[src/rtl/irq_pkg.sv]
package irq_pkg;
   typedef enum logic [2:0] {
      K_PEN    = 3'd0,
      K_GEN    = 3'd1,
      K_CEN    = 3'd2,
      K_GMASK  = 3'd3,
      K_FCLR   = 3'd4,
      K_ACKCLR = 3'd5
   } cfg_kind_e;
endpackage

[src/rtl/irq_edge_flags.sv]
module irq_edge_flags #(
   parameter int N = 8
) (
   input  logic         clk,
   input  logic         rst_n,
   input  logic [N-1:0] req_i,
   input  logic [N-1:0] clr_i,
   output logic [N-1:0] flag_o
);
   logic [N-1:0] req_q;
   logic [N-1:0] flag_q;

   for (genvar k = 0; k < N; k++) begin : g_bit
      always_ff @(posedge clk or negedge rst_n) begin
         if (!rst_n) begin
            req_q[k]  <= 1'b0;
            flag_q[k] <= 1'b0;
         end else begin
            req_q[k]  <= req_i[k];
            // a new edge outranks a clear in the same cycle
            flag_q[k] <= (req_i[k] & ~req_q[k]) | (flag_q[k] & ~clr_i[k]);
         end
      end
   end

   assign flag_o = flag_q;
endmodule

[src/rtl/irq_lsb_pick.sv]
module irq_lsb_pick #(
   parameter int W  = 8,
   parameter int IW = $clog2(W)
) (
   input  logic [W-1:0]  vec_i,
   output logic          any_o,
   output logic [IW-1:0] idx_o
);
   always_comb begin
      any_o = 1'b0;
      idx_o = '0;
      for (int i = W - 1; i >= 0; i--) begin
         if (vec_i[i]) begin
            any_o = 1'b1;
            idx_o = IW'(i);
         end
      end
   end
endmodule

[src/rtl/irq_cfg_regs.sv]
module irq_cfg_regs
   import irq_pkg::*;
#(
   parameter int NUM_GRP = 4,
   parameter int GRP_SZ  = 8,
   parameter int NUM_DIR = 2,
   parameter int LW      = 3,
   parameter int DW      = 8,
   localparam int NGS    = NUM_GRP * GRP_SZ,
   localparam int NSRC   = NGS + NUM_DIR,
   localparam int NLINE  = NUM_GRP + NUM_DIR
) (
   input  logic               clk,
   input  logic               rst_n,
   input  logic               wr_en_i,
   input  cfg_kind_e          wr_kind_i,
   input  logic [LW-1:0]      wr_lane_i,
   input  logic [DW-1:0]      wr_data_i,
   input  logic [NUM_GRP-1:0] ack_set_i,
   output logic [NSRC-1:0]    pen_o,
   output logic [NGS-1:0]     gen_o,
   output logic [NLINE-1:0]   cen_o,
   output logic               gmask_o,
   output logic [NUM_GRP-1:0] gack_o,
   output logic [NSRC-1:0]    fclr_o
);
   logic [NSRC-1:0]    pen_q;
   logic [NGS-1:0]     gen_q;
   logic [NLINE-1:0]   cen_q;
   logic               gmask_q;
   logic [NUM_GRP-1:0] gack_q;
   logic [NUM_GRP-1:0] gack_clr;

   assign gack_clr = (wr_en_i && wr_kind_i == K_ACKCLR) ? wr_data_i[NUM_GRP-1:0] : '0;

   always_ff @(posedge clk or negedge rst_n) begin
      if (!rst_n) begin
         pen_q   <= '0;
         gen_q   <= '0;
         cen_q   <= '0;
         gmask_q <= 1'b1;
         gack_q  <= '0;
      end else begin
         if (wr_en_i) begin
            case (wr_kind_i)
               K_PEN: begin
                  for (int g = 0; g < NUM_GRP; g++)
                     if (int'(wr_lane_i) == g) pen_q[g*GRP_SZ +: GRP_SZ] <= wr_data_i[GRP_SZ-1:0];
                  if (int'(wr_lane_i) == NUM_GRP) pen_q[NGS +: NUM_DIR] <= wr_data_i[NUM_DIR-1:0];
               end
               K_GEN: begin
                  for (int g = 0; g < NUM_GRP; g++)
                     if (int'(wr_lane_i) == g) gen_q[g*GRP_SZ +: GRP_SZ] <= wr_data_i[GRP_SZ-1:0];
               end
               K_CEN:   cen_q   <= wr_data_i[NLINE-1:0];
               K_GMASK: gmask_q <= wr_data_i[0];
               default: ;
            endcase
         end
         // acknowledge latch: a set from the core outranks a software clear
         gack_q <= ack_set_i | (gack_q & ~gack_clr);
      end
   end

   always_comb begin
      fclr_o = '0;
      if (wr_en_i && wr_kind_i == K_FCLR) begin
         for (int g = 0; g < NUM_GRP; g++)
            if (int'(wr_lane_i) == g) fclr_o[g*GRP_SZ +: GRP_SZ] = wr_data_i[GRP_SZ-1:0];
         if (int'(wr_lane_i) == NUM_GRP) fclr_o[NGS +: NUM_DIR] = wr_data_i[NUM_DIR-1:0];
      end
   end

   assign pen_o   = pen_q;
   assign gen_o   = gen_q;
   assign cen_o   = cen_q;
   assign gmask_o = gmask_q;
   assign gack_o  = gack_q;
endmodule

[src/rtl/grouped_irq_ctl.sv]
module grouped_irq_ctl
   import irq_pkg::*;
#(
   parameter int NUM_GRP = 4,
   parameter int GRP_SZ  = 8,
   parameter int NUM_DIR = 2,
   localparam int NGS    = NUM_GRP * GRP_SZ,
   localparam int NSRC   = NGS + NUM_DIR,
   localparam int NLINE  = NUM_GRP + NUM_DIR,
   localparam int LW     = $clog2(NUM_GRP + 1),
   localparam int LNW    = $clog2(NLINE),
   localparam int SW     = $clog2(GRP_SZ),
   localparam int DW     = (GRP_SZ > NLINE) ? GRP_SZ : NLINE
) (
   input  logic            clk,
   input  logic            rst_n,
   input  logic [NSRC-1:0] src_req_i,
   input  logic            wr_en_i,
   input  logic [2:0]      wr_kind_i,
   input  logic [LW-1:0]   wr_lane_i,
   input  logic [DW-1:0]   wr_data_i,
   input  logic            ack_i,
   output logic            irq_o,
   output logic [LNW-1:0]  irq_line_o,
   output logic [SW-1:0]   irq_src_o
);
   if (NUM_GRP < 1) begin : g_bad_grp
      $error("grouped_irq_ctl: NUM_GRP must be at least 1");
   end
   if (GRP_SZ < 2) begin : g_bad_sz
      $error("grouped_irq_ctl: GRP_SZ must be at least 2");
   end
   if (NUM_DIR < 1) begin : g_bad_dir
      $error("grouped_irq_ctl: NUM_DIR must be at least 1");
   end

   logic [NSRC-1:0]    flag_q;
   logic [NSRC-1:0]    clr_vec;
   logic [NSRC-1:0]    fclr;
   logic [NSRC-1:0]    ack_clr;
   logic [NSRC-1:0]    pen_q;
   logic [NGS-1:0]     gen_q;
   logic [NLINE-1:0]   cen_q;
   logic               gmask_q;
   logic [NUM_GRP-1:0] gack_q;
   logic [NUM_GRP-1:0] ack_set;
   logic [NSRC-1:0]    qual;
   logic [NLINE-1:0]   line_req;
   logic [NLINE-1:0]   line_vec;
   logic [NUM_GRP-1:0] g_any;
   logic [SW-1:0]      g_idx [NUM_GRP];
   logic [LNW-1:0]     win_line;
   logic               win_any;
   logic               ack_fire;

   irq_cfg_regs #(
      .NUM_GRP(NUM_GRP), .GRP_SZ(GRP_SZ), .NUM_DIR(NUM_DIR), .LW(LW), .DW(DW)
   ) u_regs (
      .clk       (clk),
      .rst_n     (rst_n),
      .wr_en_i   (wr_en_i),
      .wr_kind_i (cfg_kind_e'(wr_kind_i)),
      .wr_lane_i (wr_lane_i),
      .wr_data_i (wr_data_i),
      .ack_set_i (ack_set),
      .pen_o     (pen_q),
      .gen_o     (gen_q),
      .cen_o     (cen_q),
      .gmask_o   (gmask_q),
      .gack_o    (gack_q),
      .fclr_o    (fclr)
   );

   assign clr_vec = fclr | ack_clr;

   irq_edge_flags #(.N(NSRC)) u_flags (
      .clk    (clk),
      .rst_n  (rst_n),
      .req_i  (src_req_i),
      .clr_i  (clr_vec),
      .flag_o (flag_q)
   );

   // stage 1: peripheral enable
   assign qual = flag_q & pen_q;

   // stage 2: per-source group enable, then the acknowledge latch per group
   for (genvar g = 0; g < NUM_GRP; g++) begin : g_grp
      irq_lsb_pick #(.W(GRP_SZ), .IW(SW)) u_pick (
         .vec_i (qual[g*GRP_SZ +: GRP_SZ] & gen_q[g*GRP_SZ +: GRP_SZ]),
         .any_o (g_any[g]),
         .idx_o (g_idx[g])
      );
      assign line_req[g] = g_any[g] & ~gack_q[g];
   end

   for (genvar d = 0; d < NUM_DIR; d++) begin : g_dir
      assign line_req[NUM_GRP + d] = qual[NGS + d];
   end

   // stages 3 and 4: core enable and global mask
   assign line_vec = line_req & cen_q & {NLINE{~gmask_q}};

   irq_lsb_pick #(.W(NLINE), .IW(LNW)) u_line_pick (
      .vec_i (line_vec),
      .any_o (win_any),
      .idx_o (win_line)
   );

   assign irq_o      = win_any;
   assign irq_line_o = win_line;
   assign ack_fire   = ack_i & win_any;

   always_comb begin
      irq_src_o = '0;
      ack_clr   = '0;
      ack_set   = '0;
      for (int g = 0; g < NUM_GRP; g++) begin
         if (int'(win_line) == g) begin
            irq_src_o = g_idx[g];
            if (ack_fire) begin
               ack_clr[g*GRP_SZ + int'(g_idx[g])] = 1'b1;
               ack_set[g] = 1'b1;
            end
         end
      end
      for (int d = 0; d < NUM_DIR; d++) begin
         if (ack_fire && int'(win_line) == NUM_GRP + d) ack_clr[NGS + d] = 1'b1;
      end
   end
endmodule

[config.mk]
export PLATFORM = sky130hd
export DESIGN_NAME = grouped_irq_ctl
export DESIGN_NICKNAME = d
export VERILOG_FILES = /design/src/rtl/irq_pkg.sv /design/src/rtl/irq_edge_flags.sv /design/src/rtl/irq_lsb_pick.sv /design/src/rtl/irq_cfg_regs.sv /design/src/rtl/grouped_irq_ctl.sv
export SDC_FILE = /design/constraint.sdc
export NUM_CORES = 1
export LEC_CHECK = 0
export BUFFER_PORTS_ARGS = -buffer_cell sky130_fd_sc_hd__buf_2
export CORE_MARGIN = 5
export CORE_UTILIZATION = 57
export DETAILED_ROUTE_END_ITERATION = 10
export GPL_ROUTABILITY_DRIVEN = 1
export PLACE_DENSITY_LB_ADDON = 0.3
export RECOVER_POWER = 50
export SYNTH_ARGS = -nofsm -noshare
export SYNTH_HDL_FRONTEND = slang
export SYNTH_HIERARCHICAL = 1
export SYNTH_SLANG_ARGS = --single-unit
[constraint.sdc]
create_clock -name clk -period 3 [get_ports clk]
set_input_delay 0.6 -clock clk [delete_from_list [all_inputs] [get_ports clk]]
set_output_delay 0.6 -clock clk [all_outputs]
set_load 0.05 [all_outputs]
* Yosys cells after proc, flatten, opt, wreduce, memory -nomap -nowiden
Index checks and enable logic that the tools add are counted.
Widths: inputs -> output; s select.
** Word-level totals
- Flip-flop bits (word level) :: 145
- Bits of input ports :: 52
- Output and inout port bits :: 7
- Word-level logic and storage cells :: 431
** Operators by class
- $add $sub $neg :: 3
- Magnitude comparators :: 8
- Equal/unequal tests :: 14
- Muxes and demuxes :: 110
- Bitwise operators :: 194
- Reductions and logical operators :: 22
** Operators by type and width (number)
- $mux 34 :: 7
- $or 34x34->34 :: 4
- $mux 3 :: 42
- $and 1x1->1 :: 73
- $not 1->1 :: 73
- $mux 1 :: 49
- $mux 8 :: 6
- $and 34x34->34 :: 1
- $or 1x1->1 :: 34
- $and 8x8->8 :: 4
- $eq 3x3->1 const B :: 9
- $reduce_and 3->1 :: 9
- $demux 1 s6 :: 3
- $lt 6x7->1 const B :: 2
- $add 5x3->6 const A :: 2
- $and 6x6->6 :: 2
- $eq 3x2->1 const B :: 4
- $ge 6x1->1 const B :: 2
- $logic_not 3->1 :: 3
- $logic_and 1x1->1 :: 8
- $lt 3x7->1 const B :: 1
- $lt 5x7->1 const B :: 1
- $add 4x3->5 const A :: 1
- $ge 5x1->1 const B :: 1
- 9 further kinds :: 10

* Longest topological paths before layout
Gate-level depths: netlist of the first run.
- Word-level depth :: 36
- Mapped depth :: 11
- Depth with buffers taken out :: 9

* By module
The synthesis of the first run kept the hierarchy.
** By module, submodules not included
- irq_cfg_regs :: times used 1, cells each 238, area each 3298.2 um^2, sequential area each 1928.1 um^2
- irq_edge_flags :: times used 1, cells each 170, area each 2382.3 um^2, sequential area each 1701.6 um^2
- grouped_irq_ctl :: times used 1, cells each 124, area each 975.9 um^2, sequential area each 0.0 um^2
- irq_lsb_pick (g_grp[0].u_pick ...) :: times used 4, cells each 13, area each 80.1 um^2, sequential area each 0.0 um^2
- irq_lsb_pick (u_line_pick) :: times used 1, cells each 10, area each 57.6 um^2, sequential area each 0.0 um^2

* Worst setup path after synthesis of the first run
No wires, ideal clock.
- Path kind :: register -> output
- Start point :: reg u_regs.gen_q[10] (netlist: u_regs/gen_o[10])
- End point :: out irq_src_o[0]
- Data arrival time :: 3.800 ns
- Data required time :: 2.400 ns
- Setup slack :: -1.400 ns
- Stages on the path, launching flop included :: 10
- Path buffers :: 1
- Path through :: dfrtp_1 -> and3_1 -> nor4_2 -> nand2_1 -> nor4bb_1 -> inv_1 -> a221oi_1 -> buf_2 -> nand2b_1 -> o22ai_1
** On the way
- Longest elaborated chain between the ends :: 14
- Elaborated cells on any way between the ends :: 20
- Those cells by class :: eq/ne: 3; mux: 12; bitwise: 4; reduce/logical: 1
** RTL lines
- from (decl) :: line irq_cfg_regs.sv:28 : logic [NGS-1:0] gen_q;
- $and 8x8->8 (*) :: line grouped_irq_ctl.sv:90 : .vec_i (qual[g*GRP_SZ +: GRP_SZ] & gen_q[g*GRP_SZ +: GRP_SZ]),
- $mux 1 (*) (3 in series) :: line irq_lsb_pick.sv:13 : if (vec_i[i]) begin
- net g_any[1] :: line grouped_irq_ctl.sv:50 : logic [NUM_GRP-1:0] g_any;
- $and 1x1->1 (*) :: line grouped_irq_ctl.sv:94 : assign line_req[g] = g_any[g] & ~gack_q[g];
- $and 6x6->6 (*) (2 in series) :: line grouped_irq_ctl.sv:102 : assign line_vec = line_req & cen_q & {NLINE{~gmask_q}};
- net line_vec[1] :: line grouped_irq_ctl.sv:49 : logic [NLINE-1:0] line_vec;
- $mux 3 (*) (2 in series) :: line irq_lsb_pick.sv:13
- net irq_line_o[0] :: line grouped_irq_ctl.sv:24 : output logic [LNW-1:0] irq_line_o,
- $logic_not 3->1 :: line grouped_irq_ctl.sv:119 : if (int'(win_line) == g) begin
- $mux 3 (3 in series) :: line grouped_irq_ctl.sv:119
- $mux 3 (*) :: line grouped_irq_ctl.sv:119
- to (decl) :: line grouped_irq_ctl.sv:25 : output logic [SW-1:0] irq_src_o
Mark *: on every way through the listed nets, which the timed path passes. The rest lies on a longest branch.

* Final worst setup path of the first run
- Start point :: reg u_flags.flag_q[14] (netlist: u_flags/flag_o[14])
- End point :: out irq_line_o[0]
** On the way
- Longest elaborated chain between the ends :: 14
** RTL lines
- from (decl) :: line irq_edge_flags.sv:11 : logic [N-1:0] flag_q;
- from (signal, indexed assignment) :: line irq_edge_flags.sv:21 : flag_q[k] <= (req_i[k] & ~req_q[k]) | (flag_q[k] & ~clr_i[k]);
- $and 34x34->34 :: line grouped_irq_ctl.sv:85 : assign qual = flag_q & pen_q;
- $and 8x8->8 :: line grouped_irq_ctl.sv:90
- $mux 1 (7 in series) :: line irq_lsb_pick.sv:13
- net g_any[1] :: line grouped_irq_ctl.sv:50
- $and 1x1->1 :: line grouped_irq_ctl.sv:94
- $and 6x6->6 (2 in series) :: line grouped_irq_ctl.sv:102
- net line_vec[1] :: line grouped_irq_ctl.sv:49
- $mux 3 (2 in series) :: line irq_lsb_pick.sv:13
- to (decl) :: line grouped_irq_ctl.sv:24
The timed path passes the listed nets, and every way through them passes these cells.

==> results by group, run 1 <==
Routing
  • Initial DRT Pass Iterations: 5
  • DRC: 0
  • Routed WL: 17.61 mm
  • Initial drt markers: 544
  • Vias: 5132
  • Via/cell ratio: 5.858
  • Detail Route Antenna Nets: 0
  • WL/cell: 20.10 microns

Logic synthesis
  • Syn Area/Cell: 11.84 sq um
  • Async SR Flop Fraction: 1.000
  • Count of cell types in the netlist: 51
  • Number of synthesized flops with an enable pin: 0
  • Seq cells post-synth: 145
  • Mapped cell area: 7034 sq um
  • Synthesized Nets: 646
  • Gate Count Post-Synth: 594
  • Synth warn: 6
  • Post-synthesis sequential area ratio: 0.5160
  • Top_reg_cell synth: dfrtp_1
  • Area leader, netlist: dfrtp_1
  • Synth area leaders: dfrtp_1 (51%), mux2_2 (9.1%), o22ai_2 (6.0%)
  • Area share of the largest cell type after synthesis: 0.5123

Setup path
  • Cell mode on critical path: buf_4
  • CP max-delay cell: a221oi_4
  • Register-to-Register Path Depth: 10
  • Critical Path Source Type: flip-flop
  • Critical path class: flip-flop to primary output
  • Worst-path maximum fanout: 14
  • Reg-to-Reg End: u_flags/flag_o[9]
  • Crit-path cells: and3_4 > nor4_4 > nand2_1 > nor4bb_4 > inv_1 > a221oi_4 > buf_4 > buf_4
  • Worst endpoint required time: 2.40 ns
  • Slack of the worst reg-to-reg path: 0.07 ns
  • CP endpoint kind: primary output
  • Arrival time at the worst endpoint: 2.71 ns
  • Slowest stage delay, CP: 0.45 ns
  • R2r startpoint: u_flags/flag_o[14]
  • Family with the most delay on the worst path: simple AND/OR/NAND/NOR gates
  • Crit path buffers/inverters: 3

Clock tree
  • CTS root buf: clkbuf_16
  • Cts bufs inserted: 17
  • Maximum root-to-sink buffer count: 2
  • Worst-path clk slew: 0.06 ns
  • Hold-fix buffers, CTS: 0
  • CTS tree: done
  • Htree depth: 4
  • Clock sinks: 145
  • Skew-Pair Late Insertion Delay: 0.42 ns

Die
  • Die area: 14660 sq um
  • Core area: 12060 sq um
  • Starting Density: 0.5832
  • Die Ht: 121.1 microns
  • I/O pin cnt: 59
  • Die Wd: 121.1 microns
  • Row count: 40

Run status
  • Status: complete, but fails checks
  • Violated checks: capacitance limit, slew limit, setup timing

Timing
  • Fmax: 0.3023 GHz
  • RSZ-0062 raised after global routing: true
  • Fin crit share: 1.103
  • Count of final setup violators: 6
  • Final setup margin: -0.3081 ns
  • Worst Max-Slew Pin Slew: 1.733 ns
  • Slew headroom: -0.1552
  • Period minus WS final: 3.308 ns
  • Setup Skew: 0.005635 ns
  • Final Max Slew Viols: 74
  • Setup TNS: -1.476 ns
  • Final Hold Fails: 0

Finish
  • Layout fillers: 825
  • N_diodes: 0
  • Most frequent cells in the layout: dfrtp_1 (144), inv_1 (74), mux2_2 (57), buf_4 (46), nor2_1 (41)
  • NumNets Final: 747
  • Storage element area: 3630 sq um
  • Area Growth Syn to Fin: 23.76%
  • Commonest non-fill, non-tap cell in the layout: dfrtp_1
  • Layout cell share with drive strength beyond 1: 0.4082
  • Area of the multi-input gates: 3319 sq um

Global route
  • First-pass GRT wire length: 28.20 mm
  • Number of global-route vias before repair: 5297
  • Largest net degree at the start of global routing: 74
  • Total congestion overflow: 0
  • GRT Overall Usage: 0.2542
  • Antenna violations before repair: 0

Run
  • # Max-Cap Violations: 1

Placed design
  • Port bufs: 58
  • Pre-CTS WS: -0.02378 ns
  • Placed wire-length estimate: 12.14 mm
  • Gp weighted congestion: 0.9001

Worst hold path
  • Hold_sp: src_req_i[8]
  • Worst Hold Depth: 1
  • Hold Path Sink: u_flags/req_q[8]
  • Tightest Hold Check Type: primary input to flip-flop

Power and ir drop
  • Pwr Density: 643.8 nW/um^2
  • Worst ir drop on vdd: 0.4863 mV
  • Leak Pwr: 4.524 nW
worst max-delay path by stage:
stage,from,endpoint,cells past startpoint
3_5_place_dp,u_regs/gen_o[0],irq_src_o[2],8
6_report,u_flags/flag_o[14],irq_line_o[0],8
5_1_grt,u_regs/pen_o[9],irq_src_o[1],9
3_3_place_gp,u_flags/flag_o[9],irq_line_o[0],8
4_1_cts,u_flags/flag_o[15],irq_src_o[2],9
2_1_floorplan,u_regs/gen_o[0],irq_src_o[0],8
metal layers:
metal / wire length [microns] / vias up / global-route usage / part of all wire
met3: 1347 / 60 / 0.06853 / 0.077
met4: 550 / 0 / 0.1013 / 0.031
li1: - / 2310 / - / -
met2: 8527 / 224 / 0.4029 / 0.48
met1: 7182 / 2538 / 0.3330 / 0.41
met5: 0 / - / 0 / 0
worst register-to-register path, delay by kind of cell, from the launching register on:
family                 cells  cell delay, ns
and+or+nand+nor            5            1.29
buffers and inverters      2            0.44
AOI/OAI and AO/OA          3            0.72
DFF                        1            0.37
power by group:
group	leakage, nW	switching [mW]	internal [mW]
Clock	0.288	0.777	1.33
Sequential	1.71	0.129	2.16
Combinational	2.53	0.641	0.564
logic make-up (layout without fill, tap and decap cells):
group           Yosys count  in the layout  synth area share
flops                   145            145            0.5160
compound gates           96             96            0.1295
simple gates            176            176            0.1608
buf+inv                  98            212           0.05976
mux                      79             79            0.1339
through the flow:
step	util	total power, mW	instance area [sq um]	hold slack, ns	instances
finish	0.7218	5.605	8706	0.2921	876
global route	0.7218	5.841	8706	0.2767	876
CTS	0.7181	5.593	8661	0.2047	872
detailed placement	0.6456	3.363	7787	0.4327	816
global placement	0.6456	3.319	7787	0.4307	816
floorplan	-	3.055	7264	0.3044	594
final cells by class:
class,instances,area share
sequential,145,0.4169
multi-input combinational,351,0.3813
timing repair buffer,106,0.07646
clock buffer,24,0.05763
inverter,74,0.03191
tap,168,0.02414
clock inverter,8,0.01164
registers in the layout, indices dropped and copies added (netlist names):
register / flops
u_regs/cen_o: 6
u_flags/flag_o: 34
u_regs/gen_o: 32
u_regs/pen_o: 34
u_regs/gmask_o: 1
u_flags/req_q: 34
u_regs/gack_o: 4
synth_stat cells (3+ instances only):
| master | number |
|---|---|
| a211oi_1 | 4 |
| a21o_1 | 18 |
| a21oi_1 | 4 |
| a31o_2 | 8 |
| a41o_1 | 8 |
| and3_1 | 40 |
| and4b_1 | 5 |
| and4bb_2 | 4 |
| buf_2 | 9 |
| buf_6 | 5 |
| clkbuf_1 | 8 |
| dfrtp_1 | 144 |
| inv_1 | 74 |
| mux2_2 | 57 |
| mux2_4 | 16 |
| mux2i_1 | 6 |
| nand2_1 | 22 |
| nand2b_1 | 4 |
| nand4b_1 | 3 |
| nor2_1 | 43 |
| nor2b_1 | 9 |
| nor3_1 | 4 |
| nor4_1 | 6 |
| nor4_2 | 5 |
| nor4bb_1 | 8 |
| o21ai_0 | 4 |
| o21bai_1 | 6 |
| o22ai_1 | 3 |
| o22ai_2 | 34 |
| o41ai_1 | 4 |
timing repair:
| action | CTS | global route |
|---|---|---|
| setup buffers | 24 | 4 |
| resized for setup | 22 | 20 |
| endpoints found under the setup margin | 8 | 9 |
| pin swaps | 18 | 9 |
Note: power is estimated with default switching activity, not from simulation.
==> run 2, diff against run 1 <==
BUFFER_PORTS_ARGS = -buffer_cell sky130_fd_sc_hd__clkbuf_2   (was -buffer_cell sky130_fd_sc_hd__buf_2)
==> run 2 against run 1 <==
  * The flow still finishes with violations (capacitance limit, slew limit, setup timing)
  * Register-to-register slack got worse by 0.03 ns
  * Clock power is 4% higher
  * Sequential cell count unchanged
  * Combinational power rose by 16%
  * Hold slack improved by 0.0091 ns
  * Sequential share of layout area fell by 1.5 points
  * Clock skew up 0.0033 ns
  * Final cell count is 1.5% higher
  * Die area did not move
  * Largest cell class unchanged
  * Total power increased by 5.1%
  * Clock-buffer cell count shrank 1
  * Wire length increased by 5.4%
==> results by group, run 2 (same netlist as run 1, synthesis figures left out) <==
Run status
  • Status: complete, but fails checks
  • Violated checks: capacitance limit, slew limit, setup timing

Clock tree
  • Clock sinks: 145 (unchanged)
  • CTS tree: done
  • Maximum root-to-sink buffer count: 2 (unchanged)
  • Worst-path clk slew: 0.06 ns (about the same)
  • CTS root buf: clkbuf_16
  • Skew-Pair Late Insertion Delay: 0.42 ns (about the same)
  • Htree depth: 4 (unchanged)
  • Cts bufs inserted: 17 (unchanged)

Power and ir drop
  • Comb pwr share: 0.237 (+0.022)
  • Pwr Density: 652.0 nW/um^2 (+1.3%)
  • Worst ir drop on vdd: 0.5627 mV (+16%)
  • Final Power: 5.892 mW (+5.1%)
  • Switch Pwr: 1.610 mW (+4.0%)
  • Leak Pwr: 4.657 nW (+2.9%)
  • Switching Fraction: 0.2733 (-0.002838)
  • Clock power share: 0.373 (-0.003)
  • Internal power: 4.282 mW (+5.5%)
  • Sequential Power Share: 0.390 (-0.019)

Timing
  • Final setup margin: -0.3469 ns (-0.03880 ns)
  • Final Max Slew Viols: 31 (-58%)
  • Setup TNS: -1.574 ns (-0.09818 ns)
  • Fin crit share: 1.116 (+0.01293)
  • Period minus WS final: 3.347 ns (+0.03880 ns)
  • Slew headroom: -0.02840 (+0.1268)
  • Worst Max-Slew Pin Slew: 1.543 ns (-0.1902 ns)
  • Setup Skew: 0.008890 ns (+0.003255 ns)
  • Count of final setup violators: 7 (+1)
  • RSZ-0062 raised after global routing: true
  • Fmax: 0.2988 GHz (-1.2%)
  • Final Hold Fails: 0 (unchanged)

Placed design
  • Inst Count DP: 817 (+0.12%)
  • Port bufs: 58 (unchanged)
  • Post-DP Area: 7840 sq um (+0.67%)
  • Gp weighted congestion: 0.8971 (-0.33%)
  • Placed wire-length estimate: 12.14 mm (about the same)

Global route
  • Met3 Use GR: 0.07319 (+0.004662)
  • GRT Overall Usage: 0.2612 (+0.007051)
  • Met1 Use GR: 0.3264 (-0.006670)
  • M2 GR Usage: 0.4265 (+0.02362)
  • Total congestion overflow: 0 (unchanged)
  • Largest net degree at the start of global routing: 84 (+14%)
  • First-pass GRT wire length: 29.02 mm (+2.9%)
  • Most used routing layer: met2
  • Antenna violations before repair: 0 (unchanged)
  • Number of global-route vias before repair: 5560 (+5.0%)

Die
  • Core area: 12060 sq um (unchanged)
  • Row count: 40 (unchanged)
  • Starting Density: 0.5832 (unchanged)
  • Die Ht: 121.1 microns (unchanged)
  • Die area: 14660 sq um (unchanged)
  • I/O pin cnt: 59 (unchanged)
  • Die Wd: 121.1 microns (unchanged)

Setup path
  • Worst endpoint required time: 2.40 ns (about the same)
  • Arrival time at the worst endpoint: 2.75 ns (+0.04 ns)
  • Slack of the worst reg-to-reg path: 0.04 ns (-0.03 ns)
  • Crit-path cells: and3_4 > nor4_4 > nand2_1 > nor4bb_4 > buf_4 > nor4_4 > nor2b_4 > nand2b_4 > o22ai_4 > buf_12
  • Worst-path maximum fanout: 4 (-10)
  • Cell mode on critical path: nor4_4
  • R2r startpoint: u_regs/pen_o[23]
  • Crit path from: u_regs/pen_o[23]
  • Slowest stage delay, CP: 0.37 ns (-0.08 ns)
  • Critical path class: flip-flop to primary output
  • CP max-delay cell: dfrtp_1
  • Critical Path Source Type: flip-flop
  • CP endpoint kind: primary output

Finish
  • N_diodes: 0 (unchanged)
  • Layout cell share with drive strength beyond 1: 0.4258 (+0.01761)
  • Commonest non-fill, non-tap cell in the layout: dfrtp_1
  • Area Growth Syn to Fin: 28.48%
  • Final non-filler cell total: 889 (+1.5%)
  • Most frequent cells in the layout: dfrtp_1 (144), inv_1 (74), mux2_2 (57), buf_4 (56), nor2_1 (41)
  • Post-layout util: 0.7493 (+0.02749)
  • NumNets Final: 761 (+1.9%)
  • Design Area, Final: 9037 sq um (+3.8%)

Worst hold path
  • Tightest Hold Check Type: primary input to flip-flop
  • Hold_sp: src_req_i[23]

Routing
  • WL/cell: 20.88 microns (+3.9%)
  • Detail Route Antenna Nets: 0 (unchanged)
  • Initial DRT Pass Iterations: 5 (unchanged)
  • Routed WL: 18.57 mm (+5.4%)
  • DRC: 0 (unchanged)
  • Vias: 5226 (+1.8%)
  • Via/cell ratio: 5.879 (+0.34%)
  • Initial drt markers: 392 (-28%)

Run
  • # Max-Cap Violations: 1 (unchanged)
## run 2: cell types whose count changed in the layout (fill, tap and decap cells not counted), sizes merged
cell and change:
clkbuf +30, buf -17, clkinvlp -2, bufinv +1, inv +1
## run 2: layout make-up
cell class	count	area, sq um
multi-input combinational	351	3437
clock inverter	8	125.1
tap	168	210.2
timing repair buffer	120	859.6
fill	731	3024
sequential	145	3630
clock buffer	23	498.0
inverter	74	277.8
## run 2: final timing paths
kind	to	cells past startpoint
min in group asynchronous	u_regs/gen_o[8]	1
max in group asynchronous	u_regs/gen_o[21]	2
setup / recovery	irq_src_o[2]	10
setup reg to reg	u_flags/flag_o[27]	13
hold reg to reg	u_flags/flag_o[8]	1
hold / removal	u_flags/req_q[23]	1
## run 2: power by group through the flow
stage / clock network, mW / logic, mW / registers [mW]
floorplan: 0 / 0.778 / 2.28
global placement: 0 / 1.06 / 2.30
detailed placement: 0 / 1.10 / 2.32
CTS: 2.23 / 1.29 / 2.29
global route: 2.33 / 1.47 / 2.31
finish: 2.20 / 1.40 / 2.30
## run 2: per-layer routing
metal  share of wire  vias to the layer above  wire length, microns
met5               0                        -                     0
met3           0.063                       50                  1169
met1            0.41                     2639                  7640
li1                -                     2340                     -
met2            0.50                      197                  9240
met4           0.028                        0                   515
## run 2: stage by stage
stage / setup WS, ns / hold slack, ns
final: -0.3469 / 0.3012
after CTS: -0.2537 / 0.04485
after global placement: -0.01857 / 0.4269
after global routing: -0.4602 / 0.2798
after floorplan: -0.01302 / 0.3044
after detailed placement: -0.1285 / 0.4352
## run 2: critical path: cells and delay by family, from the launching register on
kind,cells,cell delay (ns)
DFF,1,0.37
buffers and inverters,2,0.33
and+or+nand+nor,7,1.54
AOI/OAI and AO/OA,1,0.10
## run 2: timing repair
action | 4_1_cts | 5_1_grt
buffers inserted | 30 | 15
endpoints found under the setup margin | 7 | 8
hold buffers | 0 | 0
pin swaps | 20 | 22
resized for setup | 37 | 34
